## src/rtl/asram_pkg.sv

```systemverilog
package asram_pkg;

  // Fixed number of bus-start cycles in front of each access.
  localparam int START_CYCLES = 2;

  typedef enum logic [2:0] {
    PH_IDLE   = 3'd0,
    PH_START  = 3'd1,
    PH_SETUP  = 3'd2,
    PH_STROBE = 3'd3,
    PH_HOLD   = 3'd4
  } phase_t;

endpackage

```

## src/rtl/asram_req_latch.sv

```systemverilog
module asram_req_latch #(
  parameter int AW = 20,
  parameter int DW = 32,
  localparam int BEW = DW / 8
) (
  input  logic           clk,
  input  logic           rst_n,
  input  logic           capture,
  input  logic           wr_in,
  input  logic [AW-1:0]  addr_in,
  input  logic [DW-1:0]  wdata_in,
  input  logic [BEW-1:0] be_in,
  output logic           wr_q,
  output logic [AW-1:0]  addr_q,
  output logic [DW-1:0]  wdata_q,
  output logic [BEW-1:0] be_q
);

  always_ff @(posedge clk or negedge rst_n) begin
    if (!rst_n) begin
      wr_q    <= 1'b0;
      addr_q  <= '0;
      wdata_q <= '0;
      be_q    <= '0;
    end else if (capture) begin
      wr_q    <= wr_in;
      addr_q  <= addr_in;
      wdata_q <= wdata_in;
      be_q    <= be_in;
    end
  end

endmodule

```

## src/rtl/asram_wait_guard.sv

```systemverilog
module asram_wait_guard #(
  parameter int TO_W = 8
) (
  input  logic            clk,
  input  logic            rst_n,
  input  logic            clear,     // strobe phase is being entered
  input  logic            at_end,    // final programmed strobe cycle or later
  input  logic            wait_on,   // wait enabled and wait pin high
  input  logic            ext_en,
  input  logic [TO_W-1:0] limit,
  output logic            stretch,
  output logic            expire
);

  logic [TO_W-1:0] tcnt;
  logic [TO_W-1:0] lim_eff;

  assign lim_eff = (limit == '0) ? TO_W'(1) : limit;
  assign expire  = at_end && wait_on && ext_en && (tcnt == lim_eff);
  assign stretch = at_end && wait_on && !expire;

  always_ff @(posedge clk or negedge rst_n) begin
    if (!rst_n) begin
      tcnt <= '0;
    end else if (clear) begin
      tcnt <= '0;
    end else if (stretch && (tcnt != '1)) begin
      tcnt <= tcnt + TO_W'(1);
    end
  end

endmodule

```

## src/rtl/asram_seq.sv

```systemverilog
module asram_seq import asram_pkg::*; #(
  parameter int CNT_W = 4,
  parameter int DW    = 32
) (
  input  logic             clk,
  input  logic             rst_n,
  input  logic             req_valid,
  output logic             req_ready,
  output logic             accept,
  input  logic             op_write,
  input  logic [CNT_W-1:0] rd_setup,
  input  logic [CNT_W-1:0] rd_strobe,
  input  logic [CNT_W-1:0] rd_hold,
  input  logic [CNT_W-1:0] wr_setup,
  input  logic [CNT_W-1:0] wr_strobe,
  input  logic [CNT_W-1:0] wr_hold,
  input  logic             stretch,
  input  logic             expire,
  output logic             at_end,
  output logic             strobe_entry,
  input  logic [DW-1:0]    rd_lane,
  output logic             rsp_valid,
  output logic             rsp_err,
  output logic [DW-1:0]    rsp_rdata,
  output phase_t           phase
);

  localparam logic [CNT_W-1:0] START_LAST = CNT_W'(START_CYCLES - 1);

  logic [CNT_W-1:0] cnt;
  logic             err_q;
  logic             rd_rsp_q;
  logic             rd_err_q;
  logic [DW-1:0]    rdata_q;
  logic             hold_last;
  logic             wr_done;
  logic [CNT_W-1:0] setup_m1, strobe_m1, hold_m1;

  function automatic logic [CNT_W-1:0] len_m1(input logic [CNT_W-1:0] v);
    return (v == '0) ? '0 : v - CNT_W'(1);
  endfunction

  assign setup_m1  = len_m1(op_write ? wr_setup  : rd_setup);
  assign strobe_m1 = len_m1(op_write ? wr_strobe : rd_strobe);
  assign hold_m1   = len_m1(op_write ? wr_hold   : rd_hold);

  assign hold_last    = (phase == PH_HOLD) && (cnt == '0);
  assign req_ready    = (phase == PH_IDLE) || hold_last;
  assign accept       = req_valid && req_ready;
  assign at_end       = (phase == PH_STROBE) && (cnt == '0);
  assign strobe_entry = (phase == PH_SETUP) && (cnt == '0);
  assign wr_done      = hold_last && op_write;

  always_ff @(posedge clk or negedge rst_n) begin
    if (!rst_n) begin
      phase   <= PH_IDLE;
      cnt     <= '0;
      err_q   <= 1'b0;
      rdata_q <= '0;
    end else begin
      unique case (phase)
        PH_IDLE: begin
          if (accept) begin
            phase <= PH_START;
            cnt   <= START_LAST;
          end
        end
        PH_START: begin
          if (cnt == '0) begin
            phase <= PH_SETUP;
            cnt   <= setup_m1;
          end else begin
            cnt <= cnt - CNT_W'(1);
          end
        end
        PH_SETUP: begin
          if (cnt == '0) begin
            phase <= PH_STROBE;
            cnt   <= strobe_m1;
          end else begin
            cnt <= cnt - CNT_W'(1);
          end
        end
        PH_STROBE: begin
          if (cnt != '0) begin
            cnt <= cnt - CNT_W'(1);
          end else if (!stretch) begin
            phase <= PH_HOLD;
            cnt   <= hold_m1;
            err_q <= expire;
            if (!op_write) rdata_q <= rd_lane;
          end
        end
        PH_HOLD: begin
          if (cnt != '0) begin
            cnt <= cnt - CNT_W'(1);
          end else if (accept) begin
            phase <= PH_START;
            cnt   <= START_LAST;
          end else begin
            phase <= PH_IDLE;
          end
        end
        default: begin
          phase <= PH_IDLE;
          cnt   <= '0;
        end
      endcase
    end
  end

  // Read results leave one cycle after hold, overlapping a following access.
  always_ff @(posedge clk or negedge rst_n) begin
    if (!rst_n) begin
      rd_rsp_q <= 1'b0;
      rd_err_q <= 1'b0;
    end else begin
      rd_rsp_q <= hold_last && !op_write;
      rd_err_q <= err_q;
    end
  end

  assign rsp_valid = rd_rsp_q || wr_done;
  assign rsp_err   = rd_rsp_q ? rd_err_q : (wr_done && err_q);
  assign rsp_rdata = rdata_q;

endmodule

```

## src/rtl/asram_pin_drv.sv

```systemverilog
module asram_pin_drv import asram_pkg::*; #(
  parameter int DW = 32,
  localparam int BEW = DW / 8,
  localparam int NARROW_LANES = BEW / 2
) (
  input  phase_t         phase,
  input  logic           op_write,
  input  logic           sel_strobe,
  input  logic           wide,
  input  logic [BEW-1:0] be,
  input  logic [DW-1:0]  wdata,
  input  logic [DW-1:0]  dq_in,
  output logic           cs_n,
  output logic           oe_n,
  output logic           we_n,
  output logic           dq_oe,
  output logic [BEW-1:0] be_n,
  output logic [DW-1:0]  dq_out,
  output logic [DW-1:0]  rd_lane
);

  logic in_access;
  logic in_strobe;

  assign in_access = (phase == PH_SETUP) || (phase == PH_STROBE) || (phase == PH_HOLD);
  assign in_strobe = (phase == PH_STROBE);

  assign cs_n  = sel_strobe ? !in_strobe : !in_access;
  assign oe_n  = !(in_strobe && !op_write);
  assign we_n  = !(in_strobe && op_write);
  assign dq_oe = in_access && op_write;

  for (genvar i = 0; i < BEW; i++) begin : g_lane
    logic lane_on;
    assign lane_on              = wide || (i < NARROW_LANES);
    assign be_n[i]              = !(in_access && be[i] && lane_on);
    assign dq_out[8*i +: 8]     = lane_on ? wdata[8*i +: 8] : 8'h00;
    assign rd_lane[8*i +: 8]    = lane_on ? dq_in[8*i +: 8] : 8'h00;
  end

endmodule

```

## src/rtl/asram_ctrl.sv

```systemverilog
module asram_ctrl import asram_pkg::*; #(
  parameter int AW    = 20,
  parameter int DW    = 32,
  parameter int CNT_W = 4,
  parameter int TO_W  = 8,
  localparam int BEW  = DW / 8
) (
  input  logic             clk,
  input  logic             rst_n,
  input  logic [CNT_W-1:0] cfg_rd_setup,
  input  logic [CNT_W-1:0] cfg_rd_strobe,
  input  logic [CNT_W-1:0] cfg_rd_hold,
  input  logic [CNT_W-1:0] cfg_wr_setup,
  input  logic [CNT_W-1:0] cfg_wr_strobe,
  input  logic [CNT_W-1:0] cfg_wr_hold,
  input  logic             cfg_wide,
  input  logic             cfg_sel_strobe,
  input  logic             cfg_wait_en,
  input  logic             cfg_ext_wait,
  input  logic [TO_W-1:0]  cfg_timeout,
  input  logic             req_valid,
  output logic             req_ready,
  input  logic             req_write,
  input  logic [AW-1:0]    req_addr,
  input  logic [DW-1:0]    req_wdata,
  input  logic [BEW-1:0]   req_be,
  output logic             rsp_valid,
  output logic [DW-1:0]    rsp_rdata,
  output logic             rsp_err,
  output logic             mem_cs_n,
  output logic             mem_oe_n,
  output logic             mem_we_n,
  output logic [BEW-1:0]   mem_be_n,
  output logic [AW-1:0]    mem_addr,
  output logic [DW-1:0]    mem_dq_o,
  output logic             mem_dq_oe,
  input  logic [DW-1:0]    mem_dq_i,
  input  logic             mem_wait
);

  logic           accept;
  logic           op_write;
  logic [DW-1:0]  op_wdata;
  logic [BEW-1:0] op_be;
  logic           stretch, expire, at_end, strobe_entry;
  logic [DW-1:0]  rd_lane;
  phase_t         phase;

  asram_req_latch #(.AW(AW), .DW(DW)) u_latch (
    .clk      (clk),
    .rst_n    (rst_n),
    .capture  (accept),
    .wr_in    (req_write),
    .addr_in  (req_addr),
    .wdata_in (req_wdata),
    .be_in    (req_be),
    .wr_q     (op_write),
    .addr_q   (mem_addr),
    .wdata_q  (op_wdata),
    .be_q     (op_be)
  );

  asram_seq #(.CNT_W(CNT_W), .DW(DW)) u_seq (
    .clk          (clk),
    .rst_n        (rst_n),
    .req_valid    (req_valid),
    .req_ready    (req_ready),
    .accept       (accept),
    .op_write     (op_write),
    .rd_setup     (cfg_rd_setup),
    .rd_strobe    (cfg_rd_strobe),
    .rd_hold      (cfg_rd_hold),
    .wr_setup     (cfg_wr_setup),
    .wr_strobe    (cfg_wr_strobe),
    .wr_hold      (cfg_wr_hold),
    .stretch      (stretch),
    .expire       (expire),
    .at_end       (at_end),
    .strobe_entry (strobe_entry),
    .rd_lane      (rd_lane),
    .rsp_valid    (rsp_valid),
    .rsp_err      (rsp_err),
    .rsp_rdata    (rsp_rdata),
    .phase        (phase)
  );

  asram_wait_guard #(.TO_W(TO_W)) u_wait (
    .clk     (clk),
    .rst_n   (rst_n),
    .clear   (strobe_entry),
    .at_end  (at_end),
    .wait_on (cfg_wait_en && mem_wait),
    .ext_en  (cfg_ext_wait),
    .limit   (cfg_timeout),
    .stretch (stretch),
    .expire  (expire)
  );

  asram_pin_drv #(.DW(DW)) u_pins (
    .phase      (phase),
    .op_write   (op_write),
    .sel_strobe (cfg_sel_strobe),
    .wide       (cfg_wide),
    .be         (op_be),
    .wdata      (op_wdata),
    .dq_in      (mem_dq_i),
    .cs_n       (mem_cs_n),
    .oe_n       (mem_oe_n),
    .we_n       (mem_we_n),
    .dq_oe      (mem_dq_oe),
    .be_n       (mem_be_n),
    .dq_out     (mem_dq_o),
    .rd_lane    (rd_lane)
  );

endmodule

```

## config.mk

```make
export PLATFORM = sky130hd
export DESIGN_NAME = asram_ctrl
export DESIGN_NICKNAME = d
export VERILOG_FILES = /design/src/rtl/asram_pkg.sv /design/src/rtl/asram_req_latch.sv /design/src/rtl/asram_wait_guard.sv /design/src/rtl/asram_seq.sv /design/src/rtl/asram_pin_drv.sv /design/src/rtl/asram_ctrl.sv
export SDC_FILE = /design/constraint.sdc
export NUM_CORES = 1
export LEC_CHECK = 0
export BUFFER_PORTS_ARGS = -buffer_cell sky130_fd_sc_hd__buf_2
export CORE_ASPECT_RATIO = 0.9
export CORE_MARGIN = 4
export CORE_UTILIZATION = 30
export CTS_CLUSTER_DIAMETER = 30
export DETAILED_ROUTE_END_ITERATION = 6
export GPL_TIMING_DRIVEN = 0
export REMOVE_ABC_BUFFERS = 1
export SLEW_MARGIN = 0
export SYNTH_ARGS = -nofsm -noshare
export SYNTH_HDL_FRONTEND = slang
export SYNTH_HIERARCHICAL = 1
export SYNTH_SLANG_ARGS = --single-unit
```

## constraint.sdc

```tcl
create_clock -name clk -period 8.2 [get_ports clk]
set_input_delay 0.41 -clock clk [delete_from_list [all_inputs] [get_ports clk]]
set_output_delay 0.41 -clock clk [all_outputs]
set_load 0.05 [all_outputs]
```

# After elaboration in Yosys (flattened, before gate mapping)
# Cells that the tools add are included.
# totals
elab_cells	109
reg_bits	107
# classes
n_eq_ne	13
bitwise_logic	3
n_mux	30
reduce_logical	47
n_addsub	5
# ops
cell	n
$mux W8	7
$mux W4	12
$logic_and A1 B1 Y1	22
$pmux W4 S5	1
$mux W3	6
$logic_not A4 Y1	4
$sub A4 B1 Y4 const B	4
$pmux W3 S5	1
$logic_not A1 Y1	10
$ne A2 B2 Y1 const B	5
$add A8 B1 Y8 const B	1
$eq A8 B8 Y1	1
$logic_not A8 Y1	1
$ne A8 B8 Y1 const B	1
$eq A3 B2 Y1 const B	2
$reduce_and A6 Y1	1
$logic_or A1 B1 Y1	4
$reduce_and A4 Y1	1
$reduce_bool A4 Y1	1
$eq A3 B1 Y1 const B	1
$eq A3 B3 Y1 const B	1
$logic_not A3 Y1	1
$mux W1	3
$ne A3 B3 Y1 const B	1
4 further kinds	6

# Logic depth before layout (Yosys ltp)
# Gate-level depths: netlist of the first run.
# logic_depth
word_depth	10
mapped_depth	16
ltp_nobuf	14

# Hierarchy
# The synthesis of the first run kept the hierarchy.
# by_module_without_submodules
module	seq_area_each_um2	n_inst	cells_per_inst	area_per_inst_um2
asram_seq	1051.0	1	208	2413.6
asram_req_latch	1426.4	1	120	2235.9
asram_wait_guard	200.2	1	75	675.6
asram_pin_drv	0.0	1	80	561.8
asram_ctrl	0.0	1	1	6.3

# Worst setup path after synthesis of the first run
# Ideal clock, no wire load.
# synth_path
kind	register to register
startpoint	reg u_seq.cnt[0]
endpoint	reg u_seq.rdata_q[10] (netlist: u_seq/rsp_rdata[10])
setup_slack_ns	4.857
required_time_ns	8.075
arrival_ns	3.218
path_stages_with_launch	16
synth_period_minus_slack_ns	3.343
cell_sequence	dfrtp_1 -> inv_1 -> ha_1 -> nor3b_4 -> nand2_4 -> inv_1 -> nand2_1 -> a2111oi_0 -> nand4_1 -> a211oi_2 -> buf_6 -> nor2_1 -> buf_4 -> nor3_4 -> buf_6 -> mux2_2
# synth_via
elab_chain_len	9
# synth_lines
element	line	text
start, declared	asram_seq.sv:30	logic [CNT_W-1:0] cnt;
start signal, assigned	asram_seq.sv:71	cnt <= setup_m1;
start signal, assigned	asram_seq.sv:73	cnt <= cnt - CNT_W'(1);
start signal, assigned	asram_seq.sv:79	cnt <= strobe_m1;
$logic_not A4 Y1	asram_seq.sv:50	assign at_end = (phase == PH_STROBE) && (cnt == '0);
$logic_and A1 B1 Y1	asram_seq.sv:50	
net at_end	asram_ctrl.sv:45	logic stretch, expire, at_end, strobe_entry;
$logic_and A1 B1 Y1 (3 in a row)	asram_wait_guard.sv:19	assign expire = at_end && wait_on && ext_en && (tcnt == lim_eff);
net expire	asram_ctrl.sv:45	
$logic_not A1 Y1	asram_wait_guard.sv:20	assign stretch = at_end && wait_on && !expire;
$logic_and A1 B1 Y1	asram_wait_guard.sv:20	
net stretch	asram_ctrl.sv:45	
$not A1 Y1 (no source line)	-	
$reduce_and A4 Y1 (no source line)	-	
end signal, assigned	asram_seq.sv:91	if (!op_write) rdata_q <= rd_lane;
end, declared	asram_seq.sv:34	logic [DW-1:0] rdata_q;
# The timed path passes the listed nets, and every way through them passes these cells.
# A chain may end at the register's enable or synchronous reset.

# Worst setup path in the final report of the first run
# layout_path
startpoint	reg u_seq.cnt[0]
endpoint	reg u_seq.rdata_q[23] (netlist: u_seq/rsp_rdata[23])
# The elaborated chain is that of the path after synthesis.

==> metrics.cfg, run 1 <==
[outcome]
status=completed

[power]
power_density_nw_per_um2=428
leakagePower_nw=3.47
ir_drop_uv=147

[place]
place_area_um2=6960
dp_hpwl_um=10300
gp_congestion=0.807
buffer_ports.inserted=223

[setup_path]
crit_arrival_ns=4.96
cp-end-kind=flip-flop
startpoint_type=flip-flop
crit_type=flip-flop to flip-flop
rrSetupSlack_ns=3.46
reg2reg_depth=13
worstPathMaxFanout=21
worst_ep_required_time_ns=8.43

[routing]
first_pass_iters=4
vias_per_cell=4.56
wl_um=13800
vias=4185
drt_iter0_drc=269
drtAntennaViolNets=0
drc=0
post_drt_wl_per_cell_um=15.0

[final_layout]
area_growth_pct=23.1
layout.nets=801
final_cell_area_um2=7250
layout-drive-gt1-share=0.524
fillerInstances=1924
antenna_cells=0

[timing]
tightest_slew_ns=1.27
skew_ns=0.00821
finalSetupTns_ns=0
min_period_over_period=0.578
finalSetupViolCount=0
min_period_ns=4.74
max_freq_mhz=211
finalMaxSlewViolations=0
rsz0062_at_grt=false
finalHoldViolations=0
slew_headroom=0.156

[global_route]
grt_max_degree=64
antenna_found_initial=1
grt_pass1_wl_um=22200
grt_use_met1=0.160
met3_usage=0.0203
grt-ovfl-total=0
globalRouteMet2Util=0.212
busiest_layer=met2
grt_pass1_vias=4253
grt_use_total=0.125

[yosys]
synth_area_um2=5890
synth.avg_cell_area_um2=12.2
ys_types=72
yosysMostFrequentCell=dfrtp_1
synth_edf_count=0
synth_area_leaders=dfrtp_1 45%, mux2_2 11%, mux2_4 7.9%
async_flop_share=1.00
synth_seq_cells=107
synthTopCellsByCount=107 x dfrtp_1, 56 x mux2_2, 36 x and2_1
yosysTopAreaCell=dfrtp_1
synth_warnings=6
ys.flop_type=dfrtp_1
ys_seq_area_frac=0.454
yosysTopAreaCellShare=0.454
synthCells=484

[floorplan]
die_w_um=156
ios=224
start_util=0.307
dieArea_um2=22000
die_y_um=141
core_um2=19200
placementRows=48

[clock_tree]
cts-htree-levels=3
clock-sinks=107
clk_latency_ns=0.35
cts.clk_slew.worst_paths_ns=0.07
ctsHoldBuffers=0
cts_tree=done
cts_made_buffers=9
cts_resized=0
post_cts_buffers=0
clockBufferDepth=2
cts_root_buf=clkbuf_16

[flow_run]
max_cap_viol_count=0

[worst_hold_path]
hold_class=input pin to asynchronous set/reset pin

-- layout by cell type, fill, tap and decap left out, types with 3 or more instances in the layout --
master / netlist / final
nor2_1: 18 / 18
nand2_1: 16 / 16
nand3_1: 5 / 5
mux2_2: 56 / 56
inv_6: 0 / 3
mux2_4: 31 / 31
and2_1: 36 / 35
clkbuf_16: 0 / 9
a21oi_1: 11 / 11
nand2b_1: 4 / 4
nor3_1: 11 / 11
nor2b_1: 4 / 4
ha_1: 9 / 9
mux2i_1: 13 / 13
a211oi_1: 3 / 3
xor2_1: 8 / 8
buf_2: 7 / 222
o211ai_1: 3 / 3
or3_1: 3 / 3
inv_1: 10 / 10
nand4_1: 5 / 5
dfrtp_1: 107 / 107
xnor2_1: 4 / 4
o32ai_1: 3 / 3
mux2_1: 7 / 7
nor4_1: 3 / 3
o21ai_0: 8 / 8
-- power by group --
group | leakage (nW) | internal (mW) | switching (mW)
Clock | 0.147 | 0.228 | 0.207
Combinational | 2.02 | 0.576 | 1.14
Sequential | 1.30 | 0.771 | 0.186
Total | 3.47 | 1.57 | 1.53
-- per-stage QoR --
stage               worst slack, ns   util  hold WS (ns)  power [mW]  instances
finish                         3.46  0.377         0.155        3.10        918
global route                   2.99  0.377         0.211        3.28        918
CTS                            3.39  0.377         0.185        3.14        918
detailed placement             3.40  0.362         0.399        2.69        902
global placement               3.00  0.358         0.389        2.68        899
floorplan                      3.67      -         0.114        2.27        426
-- metal layers --
metal / vias up / wire length [µm]
li1: 2049 / -
met1: 1989 / 6140
met2: 134 / 6720
met3: 11 / 760
met4: 2 / 191
met5: - / 12
-- worst paths after layout --
check / end / start
worst max-delay path: u_seq/rsp_rdata[23]$_DFFE_PN0P_ / u_seq/cnt[0]$_DFFE_PN0P_
worst min-delay path: u_latch/wdata_q[6]$_DFFE_PN0P_ / rst_n
worst max register to register: u_seq/rsp_rdata[23]$_DFFE_PN0P_ / u_seq/cnt[0]$_DFFE_PN0P_
worst min register to register: u_seq/rd_err_q$_DFF_PN0_ / u_seq/err_q$_DFFE_PN0P_
max in group asynchronous: u_wait/tcnt[0]$_DFFE_PN0P_ / rst_n
min in group clk: u_seq/rsp_rdata[7]$_DFFE_PN0P_ / mem_dq_i[7]
-- critical path, cell delays in order (launching register included) --
cell and delay, ns:
dfrtp_1 0.43, inv_1 0.15, ha_1 0.23, nor3b_4 0.43
nand2_4 0.10, inv_1 0.14, nand2_1 0.23, a2111oi_0 0.37
nand4_1 0.17, a211oi_2 0.71, nor2_1 0.36, nor3_4 0.65
buf_8 0.27, mux2_2 0.36
-- sequential cells by signal, indices dropped and copies added (netlist names) --
name and count:
u_latch/wdata_q 32, u_seq/rsp_rdata 32, u_latch/addr_q 20, u_wait/tcnt 8, u_latch/be_q 4, u_seq/cnt 4
u_seq/phase 3, u_latch/wr_q 1, u_seq/err_q 1, u_seq/rd_err_q 1, u_seq/rd_rsp_q 1
-- final cells by class --
type / instances / area, µm² / share of cell area
inverters: 10 / 37.5 / 0.00517
clock inverters: 5 / 43.8 / 0.00604
multi-input cells: 309 / 2740 / 0.378
clock buffers: 11 / 253 / 0.0348
well taps: 250 / 313 / 0.0431
flip-flops and latches: 107 / 2680 / 0.369
repair buffers: 226 / 1190 / 0.164
-- cells by family (layout without fill, tap and decap cells) --
logic type	count (synthesis)	count (layout)	synth area share
xor gates and xnor gates	12	12	0.0178
buffers and inverters	68	252	0.0809
adders and majority gates	9	9	0.0191
muxes	107	107	0.221
DFF	107	107	0.454
AOI/OAI and AO/OA	55	55	0.0722
and+or+nand+nor	126	126	0.134
Power figures use the tool's default switching activity.
==> run 2: changes to the inputs <==
==> constraint.sdc (replaced) <==
create_clock -name clk -period 4 [get_ports clk]
set_input_delay 0.2 -clock clk [delete_from_list [all_inputs] [get_ports clk]]
set_output_delay 0.2 -clock clk [all_outputs]
set_load 0.05 [all_outputs]
==> metrics.cfg, run 2 (synthesized netlist as in run 1, its figures left out) <==
[setup_path]
startpoint_type=flip-flop  ; unchanged
crit_type=flip-flop to flip-flop  ; unchanged
cp_top_family=simple AND/OR/NAND/NOR gates  ; unchanged
cpPeakStageDelay_ns=0.42  ; was 0.71 ns
cp.depth=14  ; was 13
crit_buf_inv=4  ; was 3
crit_arrival_ns=3.93  ; was 4.96 ns
worst_ep_required_time_ns=4.23  ; was 8.43 ns
worstPathMaxFanout=21  ; unchanged
crit_chain=inv_1 -> ha_1 -> nor3b_4 -> nand2_4 -> inv_1 -> nand2_1 -> a2111oi_1 -> nand4_1 -> a211oi_4 -> nor2_1 -> nor3_4 -> buf_4 -> buf_8 -> mux2_2  ; was inv_1 -> ha_1 -> nor3b_4 -> nand2_4 -> inv_1 -> nand2_1 -> a2111oi_0 -> nand4_1 -> a211oi_2 -> nor2_1 -> nor3_4 -> buf_8 -> mux2_2
reg2reg_depth=14  ; was 13
cp-end-kind=flip-flop  ; unchanged
worst_path_max_delay_cell=dfrtp_1  ; was a211oi_2
cpMostUsedCell=inv_1  ; unchanged

[clock_tree]
clock-sinks=107  ; unchanged
cts_made_buffers=9  ; unchanged
clockBufferDepth=2  ; unchanged
cts-htree-levels=3  ; unchanged
cts_root_buf=clkbuf_16  ; unchanged
cts_tree=done  ; unchanged
clk_latency_ns=0.35  ; about the same
cts.clk_slew.worst_paths_ns=0.07  ; about the same

[floorplan]
ios=224  ; unchanged
placementRows=48  ; unchanged
die_y_um=141  ; unchanged
dieArea_um2=22000  ; unchanged
start_util=0.307  ; unchanged
core_um2=19200  ; unchanged
die_w_um=156  ; unchanged

[final_layout]
layout.nets=809  ; was 801
area_growth_pct=24.4  ; was 23.1%
final_cell_area_um2=7330  ; was 7250 µm²
layout-drive-gt1-share=0.531  ; was 0.524
layout_commonest_cell=buf_2  ; unchanged
final_cell_mix=222 x buf_2, 105 x dfrtp_1, 56 x mux2_2  ; was 222 x buf_2, 107 x dfrtp_1, 56 x mux2_2
antenna_cells=0  ; unchanged

[timing]
finalMaxSlewViolations=0  ; unchanged
tightest_slew_ns=1.27  ; about the same
min_period_ns=3.70  ; was 4.74 ns
min_period_over_period=0.926  ; was 0.578
finalSetupViolCount=0  ; unchanged
skew_ns=0.00773  ; was 0.00821 ns
finalSetupTns_ns=0  ; unchanged
slew_headroom=0.156  ; about the same
rsz0062_at_grt=false  ; unchanged
finalHoldViolations=0  ; unchanged
fin_ws_ns=0.297  ; was 3.46 ns
max_freq_mhz=270  ; was 211 MHz

[place]
buffer_ports.inserted=223  ; unchanged
place_area_um2=6960  ; unchanged
dp_hpwl_um=10300  ; unchanged
place_ws_ns=-0.801  ; was 3.40 ns
gp_congestion=0.807  ; unchanged

[routing]
wl_um=13900  ; was 13800 µm
vias=4213  ; was 4185
post_drt_wl_per_cell_um=15.0  ; about the same
first_pass_iters=4  ; unchanged
drtAntennaViolNets=0  ; unchanged
drc=0  ; unchanged
vias_per_cell=4.55  ; was 4.56
drt_iter0_drc=251  ; was 269

[flow_run]
max_cap_viol_count=0  ; unchanged

[power]
leakagePower_nw=3.51  ; was 3.47 nW
ir_drop_uv=300  ; was 147 µV
power_density_nw_per_um2=872  ; was 428 nW/µm²

[global_route]
antenna_found_initial=1  ; unchanged
grt_use_total=0.125  ; about the same
grt-ovfl-total=0  ; unchanged
grt_pass1_wl_um=22400  ; was 22200 µm
grt_pass1_vias=4278  ; was 4253
grt_max_degree=64  ; unchanged

[worst_hold_path]
hold_class=input pin to flip-flop  ; was input pin to asynchronous set/reset pin
hold-path-cell-count=2

[outcome]
status=completed  ; unchanged

==> run 2: timing repair <==
action                                 in CTS  in global routing
hold buffers                                1                  0
setup buffers                               3                  4
endpoints found under the hold margin      55                  0
resized for setup                           1                  3
setup endpoints to repair                  35                 31
pin swaps                                   2                  1
==> run 2: per-layer routing <==
metal | global-route usage | vias to the layer above | share of wire
li1 | - | 2063 | -
met1 | 0.162 | 2006 | 0.44
met2 | 0.212 | 130 | 0.48
met3 | 0.0203 | 12 | 0.055
met4 | 0.0456 | 2 | 0.014
met5 | 0 | - | 0.00086
==> run 2: worst paths after layout <==
check / end / slack [ns] / start
max: u_seq/rsp_rdata[23]$_DFFE_PN0P_ / 0.30 / u_seq/cnt[0]$_DFFE_PN0P_
min: u_seq/rsp_rdata[7]$_DFFE_PN0P_ / 0.07 / mem_dq_i[7]
max reg2reg: u_seq/rsp_rdata[23]$_DFFE_PN0P_ / 0.30 / u_seq/cnt[0]$_DFFE_PN0P_
min reg2reg: u_seq/rd_err_q$_DFF_PN0_ / 0.41 / u_seq/err_q$_DFFE_PN0P_
max in group asynchronous: u_seq/phase[0]$_DFFE_PN0P_ / 2.80 / rst_n
min in group asynchronous: u_latch/addr_q[0]$_DFFE_PN0P_ / 0.49 / rst_n
==> run 2: through the flow <==
step / power, mW / hold WS (ns) / utilization / std cells
2_1_floorplan: 4.66 / -0.0956 / - / 426
3_3_place_gp: 5.49 / 0.389 / 0.358 / 899
3_5_place_dp: 5.52 / 0.359 / 0.362 / 902
4_1_cts: 6.45 / 0.0457 / 0.380 / 922
5_1_grt: 6.75 / 0.0534 / 0.381 / 926
6_report: 6.39 / 0.0658 / 0.381 / 926
==> run 2: worst reg2reg max path, delay by kind of cell (launching register included) <==
kind | cells | cell delay (ns)
and+or+nand+nor | 6 | 1.26
buffers and inverters | 4 | 0.66
AOI/OAI and AO/OA | 2 | 0.66
DFF | 1 | 0.42
muxes | 1 | 0.36
adders and majority gates | 1 | 0.23
==> run 2: cell type report <==
| type | instances | area, µm² |
|---|---|---|
| Fill cell | 1915 | 11900 |
| Multi-Input combinational cell | 309 | 2750 |
| Sequential cell | 107 | 2680 |
| Timing Repair Buffer | 234 | 1250 |
| Tap cell | 250 | 313 |
| Clock buffer | 11 | 253 |
| Clock inverter | 5 | 43.8 |
| Inverter | 10 | 37.5 |
==> run 2: power breakdown <==
| group | leakage [nW] | internal (mW) | total, mW | switching, mW |
|---|---|---|---|---|
| clock | 0.147 | 0.467 | 0.894 | 0.427 |
| combinational | 2.07 | 1.20 | 3.53 | 2.34 |
| sequential | 1.30 | 1.58 | 1.96 | 0.381 |
| total | 3.51 | 3.24 | 6.39 | 3.15 |
==> run 3: changes to the inputs <==
--- a/config.mk
+++ b/config.mk
@@ -12,6 +12,7 @@
 export CTS_CLUSTER_DIAMETER = 30
 export DETAILED_ROUTE_END_ITERATION = 6
 export GPL_TIMING_DRIVEN = 0
+export MAX_ROUTING_LAYER = met4
 export REMOVE_ABC_BUFFERS = 1
 export SLEW_MARGIN = 0
 export SYNTH_ARGS = -nofsm -noshare
==> metrics.cfg, run 3 (synthesized netlist as in run 1, its figures left out) <==
[outcome]
status=completed  ; unchanged

[timing]
tightest_slew_ns=1.26  ; was 1.27 ns
finalMaxSlewViolations=0  ; unchanged
finalHoldViolations=0  ; unchanged
fin_ws_ns=0.295  ; was 0.297 ns
skew_ns=0.00713  ; was 0.00773 ns
finalSetupViolCount=0  ; unchanged
slew_headroom=0.157  ; was 0.156
rsz0062_at_grt=false  ; unchanged
min_period_over_period=0.926  ; about the same
min_period_ns=3.71  ; was 3.70 ns
max_freq_mhz=270  ; about the same
hold_ws_ns=0.0679  ; was 0.0658 ns

[global_route]
grt_max_degree=64  ; unchanged
grt-ovfl-total=0  ; unchanged
antenna_found_initial=1  ; unchanged
grt_pass1_vias=4278  ; unchanged
grt_pass1_wl_um=22400  ; about the same
grt_use_total=0.129  ; was 0.125

[power]
ir_drop_uv=300  ; about the same
totalPowerFinal_mw=6.39  ; about the same
power_density_nw_per_um2=871  ; was 872 nW/µm²
leakagePower_nw=3.51  ; about the same

[clock_tree]
cts_tree=done  ; unchanged
cts-htree-levels=3  ; unchanged
clock-sinks=107  ; unchanged
clk_latency_ns=0.34  ; was 0.35 ns
cts_root_buf=clkbuf_16  ; unchanged
clockBufferDepth=2  ; unchanged
cts_made_buffers=9  ; unchanged
cts.clk_slew.worst_paths_ns=0.07  ; about the same

[routing]
highest_layer=met4  ; was met5
vias_per_cell=4.54  ; was 4.55
wl_met3_um=757  ; was 764 µm
vias=4212  ; was 4213
post_drt_wl_per_cell_um=15.0  ; about the same
drt_iter0_drc=263  ; was 251
drtAntennaViolNets=0  ; unchanged
m1WireLength_um=6200  ; was 6190 µm
wl_um=13900  ; about the same
first_pass_iters=4  ; unchanged
drc=0  ; unchanged
met2_length_um=6770  ; was 6750 µm

[final_layout]
fin_util=0.381  ; about the same
layout-drive-gt1-share=0.531  ; unchanged
final_cell_mix=222 x buf_2, 105 x dfrtp_1, 56 x mux2_2  ; unchanged
final_cells=927  ; was 926
area_growth_pct=24.4  ; about the same
layout.nets=809  ; unchanged
layout_commonest_cell=buf_2  ; unchanged

[setup_path]
crit_buf_inv=4  ; unchanged
cpPeakStageDelay_ns=0.42  ; about the same
worst_ep_required_time_ns=4.23  ; about the same
startpoint_type=flip-flop  ; unchanged
crit_arrival_ns=3.93  ; about the same
cpMostUsedCell=inv_1  ; unchanged
crit_chain=inv_1 -> ha_1 -> nor3b_4 -> nand2_4 -> inv_1 -> nand2_1 -> a2111oi_1 -> nand4_1 -> a211oi_4 -> nor2_1 -> nor3_4 -> buf_4 -> buf_8 -> mux2_2  ; unchanged
rrSetupSlack_ns=0.29  ; was 0.30 ns
cp_top_family=simple AND/OR/NAND/NOR gates  ; unchanged
worst_path_max_delay_cell=dfrtp_1  ; unchanged
cp-end-kind=flip-flop  ; unchanged
crit_type=flip-flop to flip-flop  ; unchanged
worstPathMaxFanout=21  ; unchanged

[floorplan]
start_util=0.307  ; unchanged
dieArea_um2=22000  ; unchanged
core_um2=19200  ; unchanged
placementRows=48  ; unchanged
ios=224  ; unchanged
die_w_um=156  ; unchanged
die_y_um=141  ; unchanged

[worst_hold_path]
hold_class=input pin to flip-flop  ; unchanged

[place]
gp_congestion=0.819  ; was 0.807
buffer_ports.inserted=223  ; unchanged
placedCellCount=902  ; unchanged
place_ws_ns=-0.801  ; unchanged
dp_hpwl_um=10300  ; unchanged

[flow_run]
max_cap_viol_count=0  ; unchanged

==> run 3: layout make-up <==
cell class,count,area [µm²]
Inverter,10,37.5
Fill cell,1915,11900
Sequential cell,107,2680
Clock inverter,5,43.8
Clock buffer,11,253
Multi-Input combinational cell,309,2750
Tap cell,250,313
Timing Repair Buffer,234,1250
Antenna cell,1,2.50
==> run 3: power by group <==
group	total (mW)	internal [mW]	switching (mW)
clock network	0.893	0.467	0.426
logic	3.53	1.20	2.34
registers	1.96	1.58	0.380
total	6.39	3.24	3.14
==> run 3: worst paths after layout <==
check	startpoint	end	cells after the start
min in group asynchronous	rst_n	u_latch/addr_q[0]$_DFFE_PN0P_	2
min reg2reg	u_seq/err_q$_DFFE_PN0P_	u_seq/rd_err_q$_DFF_PN0_	0
max	u_seq/cnt[0]$_DFFE_PN0P_	u_seq/rsp_rdata[23]$_DFFE_PN0P_	14
max reg2reg	u_seq/cnt[0]$_DFFE_PN0P_	u_seq/rsp_rdata[23]$_DFFE_PN0P_	14
min	mem_dq_i[7]	u_seq/rsp_rdata[7]$_DFFE_PN0P_	2
max in group asynchronous	rst_n	u_seq/phase[0]$_DFFE_PN0P_	3
==> run 3: stage by stage <==
step | setup TNS, ns | area [µm²]
4_1_cts | 0 | 7290
2_1_floorplan | -30.03 | 5450
3_5_place_dp | -22.86 | 6960
6_report | 0 | 7330
5_1_grt | 0 | 7330
3_3_place_gp | -69.86 | 6880
==> run 3: per-layer routing <==
metal,global-route usage,vias to the layer above
met2,0.213,143
met5,-,-
li1,-,2063
met4,0.0456,0
met1,0.161,1996
met3,0.0203,10
==> run 3: timing repair <==
action                                  4_1_cts  5_1_grt
resized for setup                             1        3
pin swaps                                     2        1
hold buffers                                  1        0
setup buffers                                 3        4
hold endpoints to repair                     55        0
endpoints found under the setup margin       35       31
